$ cat src/rtl/dcl_pkg.sv
package dcl_pkg;
  typedef enum logic [2:0] {
    ST_IDLE,
    ST_FULL,
    ST_SNAP,
    ST_SCAN,
    ST_EMIT
  } dcl_state_e;
endpackage

$ cat src/rtl/dcl_mode_latch.sv
module dcl_mode_latch #(
  parameter int ROW_W    = 12,
  parameter int STRIDE_W = 16,
  parameter int ADDR_W   = 32
) (
  input  logic                clk,
  input  logic                rst_n,
  input  logic                load,
  input  logic [ROW_W-1:0]    width_i,
  input  logic [ROW_W-1:0]    height_i,
  input  logic [STRIDE_W-1:0] stride_i,
  input  logic [ADDR_W-1:0]   offset_i,
  output logic                differ,
  output logic [ROW_W-1:0]    width_q,
  output logic [ROW_W-1:0]    height_q,
  output logic [STRIDE_W-1:0] stride_q,
  output logic [ADDR_W-1:0]   offset_q
);
  logic have_q;

  always_comb begin
    differ = !have_q || (width_i != width_q) || (height_i != height_q) ||
             (stride_i != stride_q) || (offset_i != offset_q);
  end

  always_ff @(posedge clk or negedge rst_n) begin
    if (!rst_n) begin
      have_q   <= 1'b0;
      width_q  <= '0;
      height_q <= '0;
      stride_q <= '0;
      offset_q <= '0;
    end else if (load) begin
      have_q   <= 1'b1;
      width_q  <= width_i;
      height_q <= height_i;
      stride_q <= stride_i;
      offset_q <= offset_i;
    end
  end
endmodule

$ cat src/rtl/dcl_row_walker.sv
module dcl_row_walker #(
  parameter int ROW_W    = 12,
  parameter int STRIDE_W = 16,
  parameter int ADDR_W   = 32
) (
  input  logic                clk,
  input  logic                rst_n,
  input  logic                clr,
  input  logic                step,
  input  logic [ADDR_W-1:0]   base_i,
  input  logic [STRIDE_W-1:0] stride_i,
  output logic [ROW_W-1:0]    row_q,
  output logic [ADDR_W-1:0]   addr_q
);
  logic [ROW_W-1:0]  row_d;
  logic [ADDR_W-1:0] addr_d;
  logic              en;

  always_comb begin
    en     = clr || step;
    row_d  = clr ? '0 : row_q + 1'b1;
    addr_d = clr ? base_i : addr_q + ADDR_W'(stride_i);
  end

  always_ff @(posedge clk or negedge rst_n) begin
    if (!rst_n) begin
      row_q  <= '0;
      addr_q <= '0;
    end else if (en) begin
      row_q  <= row_d;
      addr_q <= addr_d;
    end
  end
endmodule

$ cat src/rtl/dcl_run_tracker.sv
module dcl_run_tracker #(
  parameter int ROW_W = 12
) (
  input  logic             clk,
  input  logic             rst_n,
  input  logic             open_set,
  input  logic             open_clr,
  input  logic [ROW_W-1:0] row_i,
  output logic             open_q,
  output logic [ROW_W-1:0] start_q
);
  always_ff @(posedge clk or negedge rst_n) begin
    if (!rst_n) begin
      open_q <= 1'b0;
    end else if (open_set || open_clr) begin
      open_q <= open_set;
    end
  end

  always_ff @(posedge clk or negedge rst_n) begin
    if (!rst_n) begin
      start_q <= '0;
    end else if (open_set) begin
      start_q <= row_i;
    end
  end

  AST_SET_CLR_EXCL: assert property (@(posedge clk) disable iff (!rst_n)
    !(open_set && open_clr));
endmodule

$ cat src/rtl/dirty_run_coalescer.sv
module dirty_run_coalescer
  import dcl_pkg::*;
#(
  parameter int ROW_W    = 12,
  parameter int STRIDE_W = 16,
  parameter int ADDR_W   = 32
) (
  input  logic                clk,
  input  logic                rst_n,
  input  logic                tick_i,
  input  logic                mode_ok_i,
  input  logic [ROW_W-1:0]    mode_width_i,
  input  logic [ROW_W-1:0]    mode_height_i,
  input  logic [STRIDE_W-1:0] mode_stride_i,
  input  logic [ADDR_W-1:0]   mode_offset_i,
  output logic                snap_o,
  output logic [ADDR_W-1:0]   snap_base_o,
  output logic [ADDR_W-1:0]   snap_len_o,
  output logic                probe_o,
  output logic [ADDR_W-1:0]   probe_addr_o,
  output logic [STRIDE_W-1:0] probe_len_o,
  input  logic                probe_dirty_i,
  output logic                upd_valid_o,
  input  logic                upd_ready_i,
  output logic [ROW_W-1:0]    upd_row_o,
  output logic [ROW_W-1:0]    upd_rows_o,
  output logic [ROW_W-1:0]    upd_cols_o,
  output logic                busy_o
);
  dcl_state_e st_q, st_d;

  logic                mode_new, mode_load;
  logic [ROW_W-1:0]    wid_q, hgt_q;
  logic [STRIDE_W-1:0] str_q;
  logic [ADDR_W-1:0]   off_q;

  logic                walk_clr, walk_step;
  logic [ROW_W-1:0]    row_q;
  logic [ADDR_W-1:0]   addr_q;

  logic                run_set, run_clr, run_open;
  logic [ROW_W-1:0]    run_start;

  logic                pend_ld, pend_last_d, pend_last_q;
  logic [ROW_W-1:0]    pend_rows_d, pend_rows_q;
  logic                at_end;

  dcl_mode_latch #(.ROW_W(ROW_W), .STRIDE_W(STRIDE_W), .ADDR_W(ADDR_W)) u_mode (
    .clk(clk), .rst_n(rst_n), .load(mode_load),
    .width_i(mode_width_i), .height_i(mode_height_i),
    .stride_i(mode_stride_i), .offset_i(mode_offset_i),
    .differ(mode_new), .width_q(wid_q), .height_q(hgt_q),
    .stride_q(str_q), .offset_q(off_q)
  );

  dcl_row_walker #(.ROW_W(ROW_W), .STRIDE_W(STRIDE_W), .ADDR_W(ADDR_W)) u_walk (
    .clk(clk), .rst_n(rst_n), .clr(walk_clr), .step(walk_step),
    .base_i(off_q), .stride_i(str_q), .row_q(row_q), .addr_q(addr_q)
  );

  dcl_run_tracker #(.ROW_W(ROW_W)) u_run (
    .clk(clk), .rst_n(rst_n), .open_set(run_set), .open_clr(run_clr),
    .row_i(row_q), .open_q(run_open), .start_q(run_start)
  );

  assign at_end = (row_q == hgt_q);

  always_comb begin
    st_d        = st_q;
    mode_load   = 1'b0;
    walk_clr    = 1'b0;
    walk_step   = 1'b0;
    run_set     = 1'b0;
    run_clr     = 1'b0;
    pend_ld     = 1'b0;
    pend_rows_d = pend_rows_q;
    pend_last_d = pend_last_q;
    case (st_q)
      ST_IDLE: begin
        if (tick_i && mode_ok_i) begin
          if (mode_new) begin
            mode_load = 1'b1;
            st_d      = ST_FULL;
          end else begin
            st_d = ST_SNAP;
          end
        end
      end
      ST_FULL: begin
        if (upd_ready_i) st_d = ST_IDLE;
      end
      ST_SNAP: begin
        walk_clr = 1'b1;
        run_clr  = 1'b1;
        st_d     = ST_SCAN;
      end
      ST_SCAN: begin
        if (at_end) begin
          if (run_open) begin
            pend_ld     = 1'b1;
            pend_rows_d = hgt_q - run_start;
            pend_last_d = 1'b1;
            st_d        = ST_EMIT;
          end else begin
            st_d = ST_IDLE;
          end
        end else begin
          walk_step = 1'b1;
          if (probe_dirty_i && !run_open) begin
            run_set = 1'b1;
          end else if (!probe_dirty_i && run_open) begin
            pend_ld     = 1'b1;
            pend_rows_d = row_q - run_start;
            pend_last_d = 1'b0;
            st_d        = ST_EMIT;
          end
        end
      end
      ST_EMIT: begin
        if (upd_ready_i) begin
          run_clr = 1'b1;
          st_d    = pend_last_q ? ST_IDLE : ST_SCAN;
        end
      end
      default: st_d = ST_IDLE;
    endcase
  end

  always_ff @(posedge clk or negedge rst_n) begin
    if (!rst_n) st_q <= ST_IDLE;
    else        st_q <= st_d;
  end

  always_ff @(posedge clk or negedge rst_n) begin
    if (!rst_n) begin
      pend_rows_q <= '0;
      pend_last_q <= 1'b0;
    end else if (pend_ld) begin
      pend_rows_q <= pend_rows_d;
      pend_last_q <= pend_last_d;
    end
  end

  always_comb begin
    busy_o       = (st_q != ST_IDLE);
    snap_o       = (st_q == ST_SNAP);
    snap_base_o  = off_q;
    snap_len_o   = ADDR_W'(str_q) * ADDR_W'(hgt_q);
    probe_o      = (st_q == ST_SCAN) && !at_end;
    probe_addr_o = addr_q;
    probe_len_o  = str_q;
    upd_valid_o  = (st_q == ST_FULL) || (st_q == ST_EMIT);
    upd_row_o    = (st_q == ST_FULL) ? '0 : run_start;
    upd_rows_o   = (st_q == ST_FULL) ? hgt_q : pend_rows_q;
    upd_cols_o   = wid_q;
  end

  AST_REC_HOLD: assert property (@(posedge clk) disable iff (!rst_n)
    (upd_valid_o && !upd_ready_i) |=>
      (upd_valid_o && $stable(upd_row_o) && $stable(upd_rows_o)));
  AST_STALL_NO_PROBE: assert property (@(posedge clk) disable iff (!rst_n)
    upd_valid_o |-> !probe_o);
  AST_REC_IN_FRAME: assert property (@(posedge clk) disable iff (!rst_n)
    upd_valid_o |-> ((upd_rows_o != '0) &&
      (({1'b0, upd_row_o} + {1'b0, upd_rows_o}) <= {1'b0, hgt_q})));
  AST_SNAP_ONE_CYCLE: assert property (@(posedge clk) disable iff (!rst_n)
    snap_o |=> (!snap_o && busy_o));
  AST_PROBE_WHILE_BUSY: assert property (@(posedge clk) disable iff (!rst_n)
    probe_o |-> busy_o);
endmodule

$ cat config.mk
export PLATFORM = sky130hd
export DESIGN_NAME = dirty_run_coalescer
export DESIGN_NICKNAME = d
export VERILOG_FILES = /design/src/rtl/dcl_pkg.sv /design/src/rtl/dcl_mode_latch.sv /design/src/rtl/dcl_row_walker.sv /design/src/rtl/dcl_run_tracker.sv /design/src/rtl/dirty_run_coalescer.sv
export SDC_FILE = /design/constraint.sdc
export NUM_CORES = 1
export LEC_CHECK = 0
export ABC_AREA = 0
export BUFFER_PORTS_ARGS = -buffer_cell sky130_fd_sc_hd__buf_2
export CAP_MARGIN = 20
export CELL_PAD_IN_SITES_DETAIL_PLACEMENT = 0
export CELL_PAD_IN_SITES_GLOBAL_PLACEMENT = 1
export CORE_ASPECT_RATIO = 1.4
export CORE_MARGIN = 10
export CORE_UTILIZATION = 45
export CTS_CLUSTER_SIZE = 30
export DETAILED_ROUTE_END_ITERATION = 7
export GPL_TIMING_DRIVEN = 0
export MAX_ROUTING_LAYER = met4
export PLACE_DENSITY_LB_ADDON = 0.1
export SLEW_MARGIN = 25
export SYNTH_ARGS = -nofsm -noshare
export SYNTH_HDL_FRONTEND = slang
export SYNTH_SLANG_ARGS = --single-unit
$ cat constraint.sdc
create_clock -name clk -period 6.3 [get_ports clk]
set_clock_uncertainty 0.15 [all_clocks]
set_input_delay 0 -clock clk [delete_from_list [all_inputs] [get_ports clk]]
set_output_delay 0 -clock clk [all_outputs]
set_load 0.005 [all_outputs]
# Yosys cells after proc, flatten, opt, wreduce, memory -nomap -nowiden
# Cells that the tools add are included.
[classes]
mux = 38
add_sub_neg = 4
eq_ne = 16
reduce_logical = 20
mul = 1
[op_table]
columns = ["operator", "count"]
rows = [
  ["$mux W12", 7],
  ["$add A32 B16 Y32", 1],
  ["$mux W32", 1],
  ["$ne A32 B32 Y1", 1],
  ["$mul A16 B12 Y28", 1],
  ["$ne A12 B12 Y1", 2],
  ["$sub A12 B12 Y12", 2],
  ["$mux W3", 7],
  ["$mux W1", 19],
  ["$ne A16 B16 Y1", 1],
  ["$pmux W3 S5", 1],
  ["$add A12 B1 Y12 const B", 1],
  ["$eq A12 B12 Y1", 1],
  ["$reduce_and A5 Y1", 2],
  ["$ne A2 B2 Y1 const B", 4],
  ["$logic_or A1 B1 Y1", 7],
  ["$eq A3 B2 Y1 const B", 2],
  ["$ne A3 B3 Y1 const B", 2],
  ["$logic_and A1 B1 Y1", 4],
  ["$logic_not A1 Y1", 4],
  ["$mux W2", 2],
  ["$eq A3 B1 Y1 const B", 1],
  ["$eq A3 B3 Y1 const B", 1],
  ["$logic_not A3 Y1", 1],
  ["4 further kinds", 4],
]
[totals]
word_cells = 91
register_bits = 146
inputBits = 78

# Logic depth before layout (Yosys ltp)
# Gate-level depths: netlist of the first run.
[depth]
depth_word = 8
ltp_mapped = 22

# Hierarchy
# Synthesis of the first run repeated with hierarchy kept, for this count alone.
[unflattened]
hier_cells = 1613
area_unflattened_um2 = 14999.4
[by_module_without_submodules]
columns = ["module", "n_inst", "area_each_um2", "cells_per_inst"]
rows = [
  ["dirty_run_coalescer", 1, 8011.4, 975],
  ["dcl_mode_latch", 1, 3492.1, 282],
  ["dcl_row_walker", 1, 2977.9, 328],
  ["dcl_run_tracker", 1, 518.0, 28],
]

# Least setup slack after synthesis of the first run
# No wires, ideal clock.
[synth_timing]
kind = "register -> output"
start = "register u_mode.stride_q[5]"
end = "output snap_len_o[27]"
slack_ns = 0.694
path_stages_with_launch = 20
arrival_ns = 5.456
path_cell_list = "dfrtp_1 clkbuf_1 nand2_1 fa_1 fa_1 inv_1 ha_1 fa_1 inv_1 fa_1 inv_1 ha_1 a21oi_1 o21ai_2 o31ai_4 o21ai_2 a221o_2 a41o_1 or4_1 nand3_1"
[synth_via]
elab_chain_cells = 1
[synth_rtl]
columns = ["element", "line_no", "text"]
rows = [
  ["start: declaration", "dcl_mode_latch.sv:16", "output logic [STRIDE_W-1:0] stride_q,"],
  ["start signal: assignment", "dcl_mode_latch.sv:37", "stride_q <= stride_i;"],
  ["$mul A16 B12 Y28", "dirty_run_coalescer.sv:148", "snap_len_o = ADDR_W'(str_q) * ADDR_W'(hgt_q);"],
  ["end: declaration", "dirty_run_coalescer.sv:18", "output logic [ADDR_W-1:0] snap_len_o,"],
]
# No other way between the ends.

# Worst setup path in the final report of the first run
# Ends and elaborated chain as after synthesis.

==> results of run 1 <==
-- layout make-up --
| class | count | area, um^2 | area share |
|---|---|---|---|
| clock buffers | 18 | 429 | 0.0237 |
| clock inverters | 14 | 154 | 0.00851 |
| inverters | 201 | 754 | 0.0417 |
| well taps | 395 | 494 | 0.0273 |
| repair buffers | 340 | 2270 | 0.126 |
| multi-input cells | 1127 | 9810 | 0.542 |
| plain buffers | 83 | 507 | 0.0280 |
| diodes | 1 | 2.50 | 0.000138 |
| flip-flops and latches | 146 | 3670 | 0.203 |
-- per-stage QoR --
| stage | hold WS, ns | instances |
|---|---|---|
| finish | 0.129 | 2325 |
| global route | 0.164 | 2325 |
| CTS | 0.130 | 2307 |
| detailed placement | -0.254 | 2186 |
| global placement | 0.0716 | 2184 |
| floorplan | -0.446 | 1564 |
-- kinds of logic after synthesis --
kind of cell	synth area share
buffers and inverters	0.0787
AND/OR/NAND/NOR	0.153
flip-flops	0.253
other	0.000260
multiplexers	0.0646
XOR/XNOR	0.0703
AO/OA/AOI/OAI	0.102
adder cells (fa/ha/maj)	0.278
-- worst max-delay path, delay by kind of cell (launching register included) --
kind / cells / cell delay (ns)
buffers and inverters: 5 / 0.55
and+or+nand+nor: 3 / 0.78
adders and majority gates: 6 / 2.67
AOI/OAI and AO/OA: 4 / 1.09
DFF: 1 / 0.47
-- worst max-delay path by stage --
| stage | to | slack (ns) | cells past startpoint |
|---|---|---|---|
| floorplan | snap_len_o[27] | 0.69 | 19 |
| global placement | snap_len_o[20] | -0.33 | 19 |
| detailed placement | snap_len_o[20] | -0.36 | 19 |
| CTS | snap_len_o[27] | 0.003 | 18 |
| global route | snap_len_o[27] | -0.005 | 20 |
| finish | snap_len_o[27] | 0.13 | 18 |
-- cell usage after synthesis (21+ instances only) --
master      n
inv_1     200
nand2_1   198
dfrtp_1   146
fa_1      142
ha_1       94
mux2_2     82
o21ai_0    77
and2_1     72
xnor2_1    61
clkbuf_1   59
xor2_1     55
nor2_1     50
a21oi_1    43
nand3_1    30
nand4_1    23
a22oi_1    21
-- sequential cells by signal, summed over array words and instances (netlist names) --
name	flops
u_run.open_q	1
pend_rows_q	12
u_run.start_q	12
u_walk.addr_q	32
u_mode.height_q	12
u_mode.have_q	1
u_mode.offset_q	32
u_mode.stride_q	16
st_q	3
pend_last_q	1
u_walk.row_q	12
u_mode.width_q	12
-- what timing repair did --
action	in CTS	in global routing
gates cloned	0	0
hold buffers	79	0
buffers inserted	16	18
pin swaps	6	15
hold endpoints to repair	227	0
endpoints found under the setup margin	12	5
gates resized for setup	78	35
-- routing by layer --
layer	global-route usage	up-vias
li1	-	5846
met3	0.0509	64
met5	-	-
met1	0.281	6184
met2	0.439	381
met4	0.0874	0
==> key figures, run 1 <==
Drt
  – DRC: 0
  – DR top layer: met4
  – Via Count: 12.5k
  – Antenna-violating nets left: 0
  – Avg Vias per Cell: 5.37
  – WL met2: 25000 um
  – Initial DRC Count: 660
  – First-pass DRT Iterations: 8
  – Routed length on met3: 2550 um
  – Met1 WL: 19300 um
  – Drt total wl: 48300 um
  – Routed len/inst: 20.8 um

STA
  – Tmin final: 6.17 ns
  – Relative slew slack: 0.301
  – Setup TNS Final: 0 ns
  – Period utilization: 0.979
  – F_max: 162 MHz
  – Max Slew Vio Count: 0
  – Final hold vios: 0
  – Fin worst setup slack: 0.133 ns
  – # setup viols final: 0
  – Slew @ Worst Pin: 1.04 ns

GRT
  – First-pass GRT wire length: 74400 um
  – Vias in the first global route: 13.1k
  – Largest net degree at the start of global routing: 58
  – GR Overflow Total: 0
  – Initial antenna violation count: 1
  – GRT Resource Usage Total: 0.252

Logic synthesis
  – Synth warnings: 0
  – Post-Syn Instances: 1561
  – Synth top area cells: dfrtp_1 (25%), fa_1 (20%), ha_1 (8.1%)
  – Register area share after synthesis: 0.253
  – Flops & latches, synth: 146
  – Mapped Area: 14400 um^2
  – Post-synth top area cell: dfrtp_1
  – Async set-or-reset flop fraction in the synthesized netlist: 1.00
  – Post-synthesis cell type count: 62
  – Avg Synthesized Cell Area: 9.25 um^2
  – Share of the synthesized area in the top cell type: 0.253
  – EDFF count, synth: 0
  – Synth Flop Type: dfrtp_1

Finish
  – Commonest cells after routing, fill and taps aside: buf_2 (238), inv_1 (199), nand2_1 (198)
  – Layout Nets: 2230
  – Layout cells sized above 1: 0.242
  – Synth-to-Final Area Change: 25.3%
  – Commonest non-fill, non-tap cell in the layout: buf_2
  – Post-route cell area: 18100 um^2
  – Final Core Density: 0.573
  – Number of fill cells in the layout: 2909

Critical path
  – CP startpoint: u_mode.stride_q[5]
  – Crit-path cells: clkbuf_8 > buf_4 > and2_1 > fa_1 > fa_1 > fa_1 > fa_1 > inv_1 > fa_1 > inv_1 > ha_4 > a21o_1 > a21o_2 > a221o_2 > a41o_4 > or4_1 > nand3_1 > buf_2
  – Slowest library cell on the worst path: fa_1
  – Critical path peak fanout: 9
  – Reg2reg setup slack: 2.27 ns
  – Worst R2R Path Depth: 9
  – FF-to-FF End: u_mode.width_q[10]
  – Setup crit start kind: register
  – Critical Path Sink Type: output port
  – Critical Path RT: 6.15 ns
  – Critical path's most frequent cell: fa_1
  – Worst EP arrival: 6.02 ns
  – Reg2reg start: u_mode.offset_q[28]
  – Critical path class: register to output port
  – Max incr delay on CP: 0.51 ns

Placed design
  – Placement Setup Slack: -0.361 ns
  – Post-placement cell area: 16100 um^2
  – Final Wtd Congestion: 0.926
  – HPWL Detailed: 38300 um
  – PortBufs: 225

Floorplanning
  – Core Rows: 77
  – Die span in x: 171 um
  – Die H: 232 um
  – Top-level port count: 230
  – Die area: 39800 um^2
  – Initial core utilization: 0.457
  – Core area: 31600 um^2

Outcome
  – Status: finished clean

Min path
  – HP Class: input pin to register
  – Hold wc startpoint: upd_ready_i
  – Hold endpoint: st_q[2]
  – WHS Path Cells: 3

Clocking
  – CTS tree: done
  – Max H-tree Level: 4
  – Clock transition at path regs: 0.07 ns
  – CTS Buf Count: 17
  – CTS Root Buffer Type: clkbuf_16
  – Clock Latency Late Sink: 0.45 ns
  – Clk sink count: 146
  – Longest Clk Path Bufs: 2

Flow run
  – Max_cap viols: 0
Power of run 1 is left out: the tool's default activity adds up to more than one toggle a clock period on the data nets, which glitch-free logic cannot reach.
==> run 2, diff against run 1 <==
- PLACE_DENSITY_LB_ADDON: 0.1 -> 0.12
- SYNTH_HIERARCHICAL: not set -> 1
==> run 2 against run 1 <==
Against the previous run:
- flip-flop and latch count unchanged
- routed wire length barely moved
- hold slack got worse by 0.042 ns
- fmax grew 1.7%
- core utilization shrank 2.1 points
- largest cell class unchanged
- critical path type unchanged
- first-iteration DRC count shrank 15%
- critical path depth increased by 1
- sequential share of layout area decreased by 0.23 points
- synthesized cell count up 3.3%
- global-route usage fell by 1.1 points
- area after synthesis increased by 3.9%
==> key figures, run 2 <==
Outcome
  – Status: finished clean

STA
  – WHS: 0.0866 ns (-0.0421 ns)
  – # setup viols final: 0 (unchanged)
  – Slew @ Worst Pin: 1.03 ns (-0.0156 ns)
  – Fin worst setup slack: 0.238 ns (+0.105 ns)
  – Relative slew slack: 0.316 (+0.0151)
  – RSZ-0062 raised after global routing: no
  – Tmin final: 6.06 ns (-0.105 ns)
  – Max Slew Vio Count: 0 (unchanged)
  – F_max: 165 MHz (+1.7%)
  – Setup TNS Final: 0 ns (unchanged)
  – Period utilization: 0.962 (-0.0167)
  – Final hold vios: 0 (unchanged)

Placed design
  – PortBufs: 225 (unchanged)
  – HPWL Detailed: 39300 um (+2.5%)
  – Final Wtd Congestion: 0.914 (-1.3%)
  – Placement Setup Slack: 0.195 ns (+0.556 ns)

Finish
  – Multi-input gate area: 10200 um^2 (+3.5%)
  – Register Area: 3660 um^2 (-0.24%)
  – N_diodes: 0 (-1)
  – Number of fill cells in the layout: 3096 (+6.4%)
  – Commonest non-fill, non-tap cell in the layout: buf_2
  – Layout Nets: 2248 (+0.81%)
  – Layout cells sized above 1: 0.189 (-0.0531)
  – Commonest cells after routing, fill and taps aside: buf_2 (233), inv_1 (221), nand2_1 (201)
  – Synth-to-Final Area Change: 21.7%
  – Top Registers: u_mode/offset_q (32), u_walk/addr_q (32), u_mode/stride_q (16)

Logic synthesis
  – Register area share after synthesis: 0.244 (-0.00939)
  – Synth top area cells: dfrtp_1 (24%), fa_1 (19%), ha_1 (7.8%)
  – Post-synth top area cell: dfrtp_1
  – Post-synthesis cell type count: 84 (+35%)
  – Top-count cell post-synth: inv_1
  – Flops & latches, synth: 146 (unchanged)
  – Avg Synthesized Cell Area: 9.30 um^2 (+0.51%)
  – Async set-or-reset flop fraction in the synthesized netlist: 1.00 (unchanged)
  – EDFF count, synth: 0 (unchanged)
  – Multiplexer share of the synthesized area: 0.0797 (+0.0151)
  – Post-Syn Instances: 1613 (+3.3%)
  – Commonest cells in the netlist: inv_1 (221), nand2_1 (201), dfrtp_1 (146), fa_1 (142), ha_1 (94)
  – Post-synthesis compound-gate area fraction: 0.102 (+0.000145)
  – Synth Area in XOR/XNOR: 0.0771 (+0.00673)
  – Post-synthesis simple-gate area fraction: 0.147 (-0.00568)
  – Mapped Area: 15000 um^2 (+3.9%)
  – Synth warnings: 6 (+6)
  – Share of the synthesized area in the top cell type: 0.244 (-0.00939)
  – Largest family of logic cells by synthesized area: adder cells
  – Synth Flop Type: dfrtp_1
  – Adder-cell share of the synthesized area: 0.268 (-0.0103)

GRT
  – First-pass GRT wire length: 75800 um (+1.9%)
  – Vias in the first global route: 13.5k (+3.5%)
  – Initial antenna violation count: 0 (-1)
  – GR Overflow Total: 0 (unchanged)
  – Largest net degree at the start of global routing: 76 (+31%)
  – GRT Resource Usage Total: 0.241 (-0.0112)

Flow run
  – Max_cap viols: 0 (unchanged)

Floorplanning
  – Initial core utilization: 0.453 (-0.00406)
  – Die H: 236 um (+1.7%)
  – Die area: 41100 um^2 (+3.5%)
  – Top-level port count: 230 (unchanged)
  – Die span in x: 174 um (+1.7%)
  – Core area: 33100 um^2 (+4.8%)
  – Core Rows: 79 (+2.6%)

Drt
  – Antenna-violating nets left: 0 (unchanged)
  – First-pass DRT Iterations: 5 (-3)
  – Via Count: 12.5k (-0.18%)
  – DRC: 0 (unchanged)
  – Avg Vias per Cell: 5.21 (-3.0%)
  – Initial DRC Count: 561 (-15%)
  – Drt total wl: 48400 um (about the same)
  – Routed len/inst: 20.2 um (-2.7%)

Clocking
  – Clock transition at path regs: 0.06 ns (about the same)
  – Max H-tree Level: 4 (unchanged)
  – Setup bufs post-CTS: 0 (-16)
  – Longest Clk Path Bufs: 2 (unchanged)
  – CTS Buf Count: 17 (unchanged)
  – Clk sink count: 146 (unchanged)
  – Clock Latency Late Sink: 0.44 ns (about the same)
  – CTS Root Buffer Type: clkbuf_16
  – CTS tree: done

Critical path
  – Critical Path RT: 6.15 ns (about the same)
  – Worst EP arrival: 5.91 ns (-0.11 ns)
  – Critical path peak fanout: 10 (+1)
  – Critical path class: register to output port
  – Setup crit start kind: register
  – Critical Path Sink Type: output port

Min path
  – HP Class: input pin to register
run 2: changes by cell type after synthesis, sizes merged, moves of 9 or more:
| cell | delta |
|---|---|
| inv | +23 |
| a22oi | -15 |
| a21oi | +14 |
| and2 | +12 |
| mux2i | +12 |
| xnor2 | +12 |
| nand3 | -11 |
| mux2 | +9 |
| nor2 | +9 |
run 2: area by class of cell:
type / count / area share
Buffer: 81 / 0.0232
Clock buffer: 19 / 0.0243
Clock inverter: 13 / 0.0126
Inverter: 223 / 0.0459
Multi-Input combinational cell: 1162 / 0.556
Sequential cell: 146 / 0.201
Tap cell: 445 / 0.0305
Timing Repair Buffer: 303 / 0.107
run 2: cells by family after synthesis:
| group | count (synthesis) |
|---|---|
| AO/OA/AOI/OAI | 230 |
| AND/OR/NAND/NOR | 456 |
| flip-flops | 146 |
| adder cells (fa/ha/maj) | 236 |
| XOR/XNOR | 132 |
| buffers and inverters | 308 |
| multiplexers | 104 |
| other | 1 |
run 2: metal layers:
layer  GRT usage  wire length (um)
met1       0.265             19500
met2       0.422             24600
met3      0.0401              2290
met4       0.104              1950
met5           -                 0
run 2: worst max-delay path, stage by stage, from the launching register on:
cell and delay, ns:
dfrtp_1 0.42, buf_6 0.19, buf_2 0.31, nand2_1 0.12, fa_1 0.52, inv_1 0.06
fa_1 0.56, fa_1 0.44, fa_1 0.49, inv_1 0.05, fa_1 0.47, inv_1 0.04
ha_1 0.35, a21oi_1 0.21, o21ai_2 0.11, and4_2 0.28, o31ai_1 0.35, o21ai_0 0.18
xor2_1 0.16, buf_2 0.14
run 2: final timing paths:
kind                                startpoint             endpoint  slack (ns)  cells past startpoint
max                         u_mode/height_q[7]       snap_len_o[24]        0.24                     19
min                                  mode_ok_i              st_q[0]        0.09                      5
max reg2reg                u_mode/height_q[10]  u_mode/offset_q[29]        2.01                     10
min reg2reg                      u_mode/have_q        u_mode/have_q        0.32                      1
max in group asynchronous                rst_n   u_mode/stride_q[6]        4.84                      4
min in group asynchronous                rst_n  u_mode/offset_q[29]        0.42                      3
run 2: stage by stage:
stage / instances / utilization / cell area, um^2
after floorplan: 1616 / - / 15000
after global placement: 2286 / 0.504 / 16700
after detailed placement: 2287 / 0.505 / 16700
after CTS: 2394 / 0.550 / 18200
after global routing: 2392 / 0.551 / 18300
final: 2392 / 0.551 / 18300
run 2: repair_timing:
item                                   4_1_cts  5_1_grt
cloned                                       0        0
hold buffers                                77        0
resized for setup                           12       52
setup endpoints to repair                    9       11
endpoints found under the hold margin      227        0
Power of run 2 is left out for the same reason.
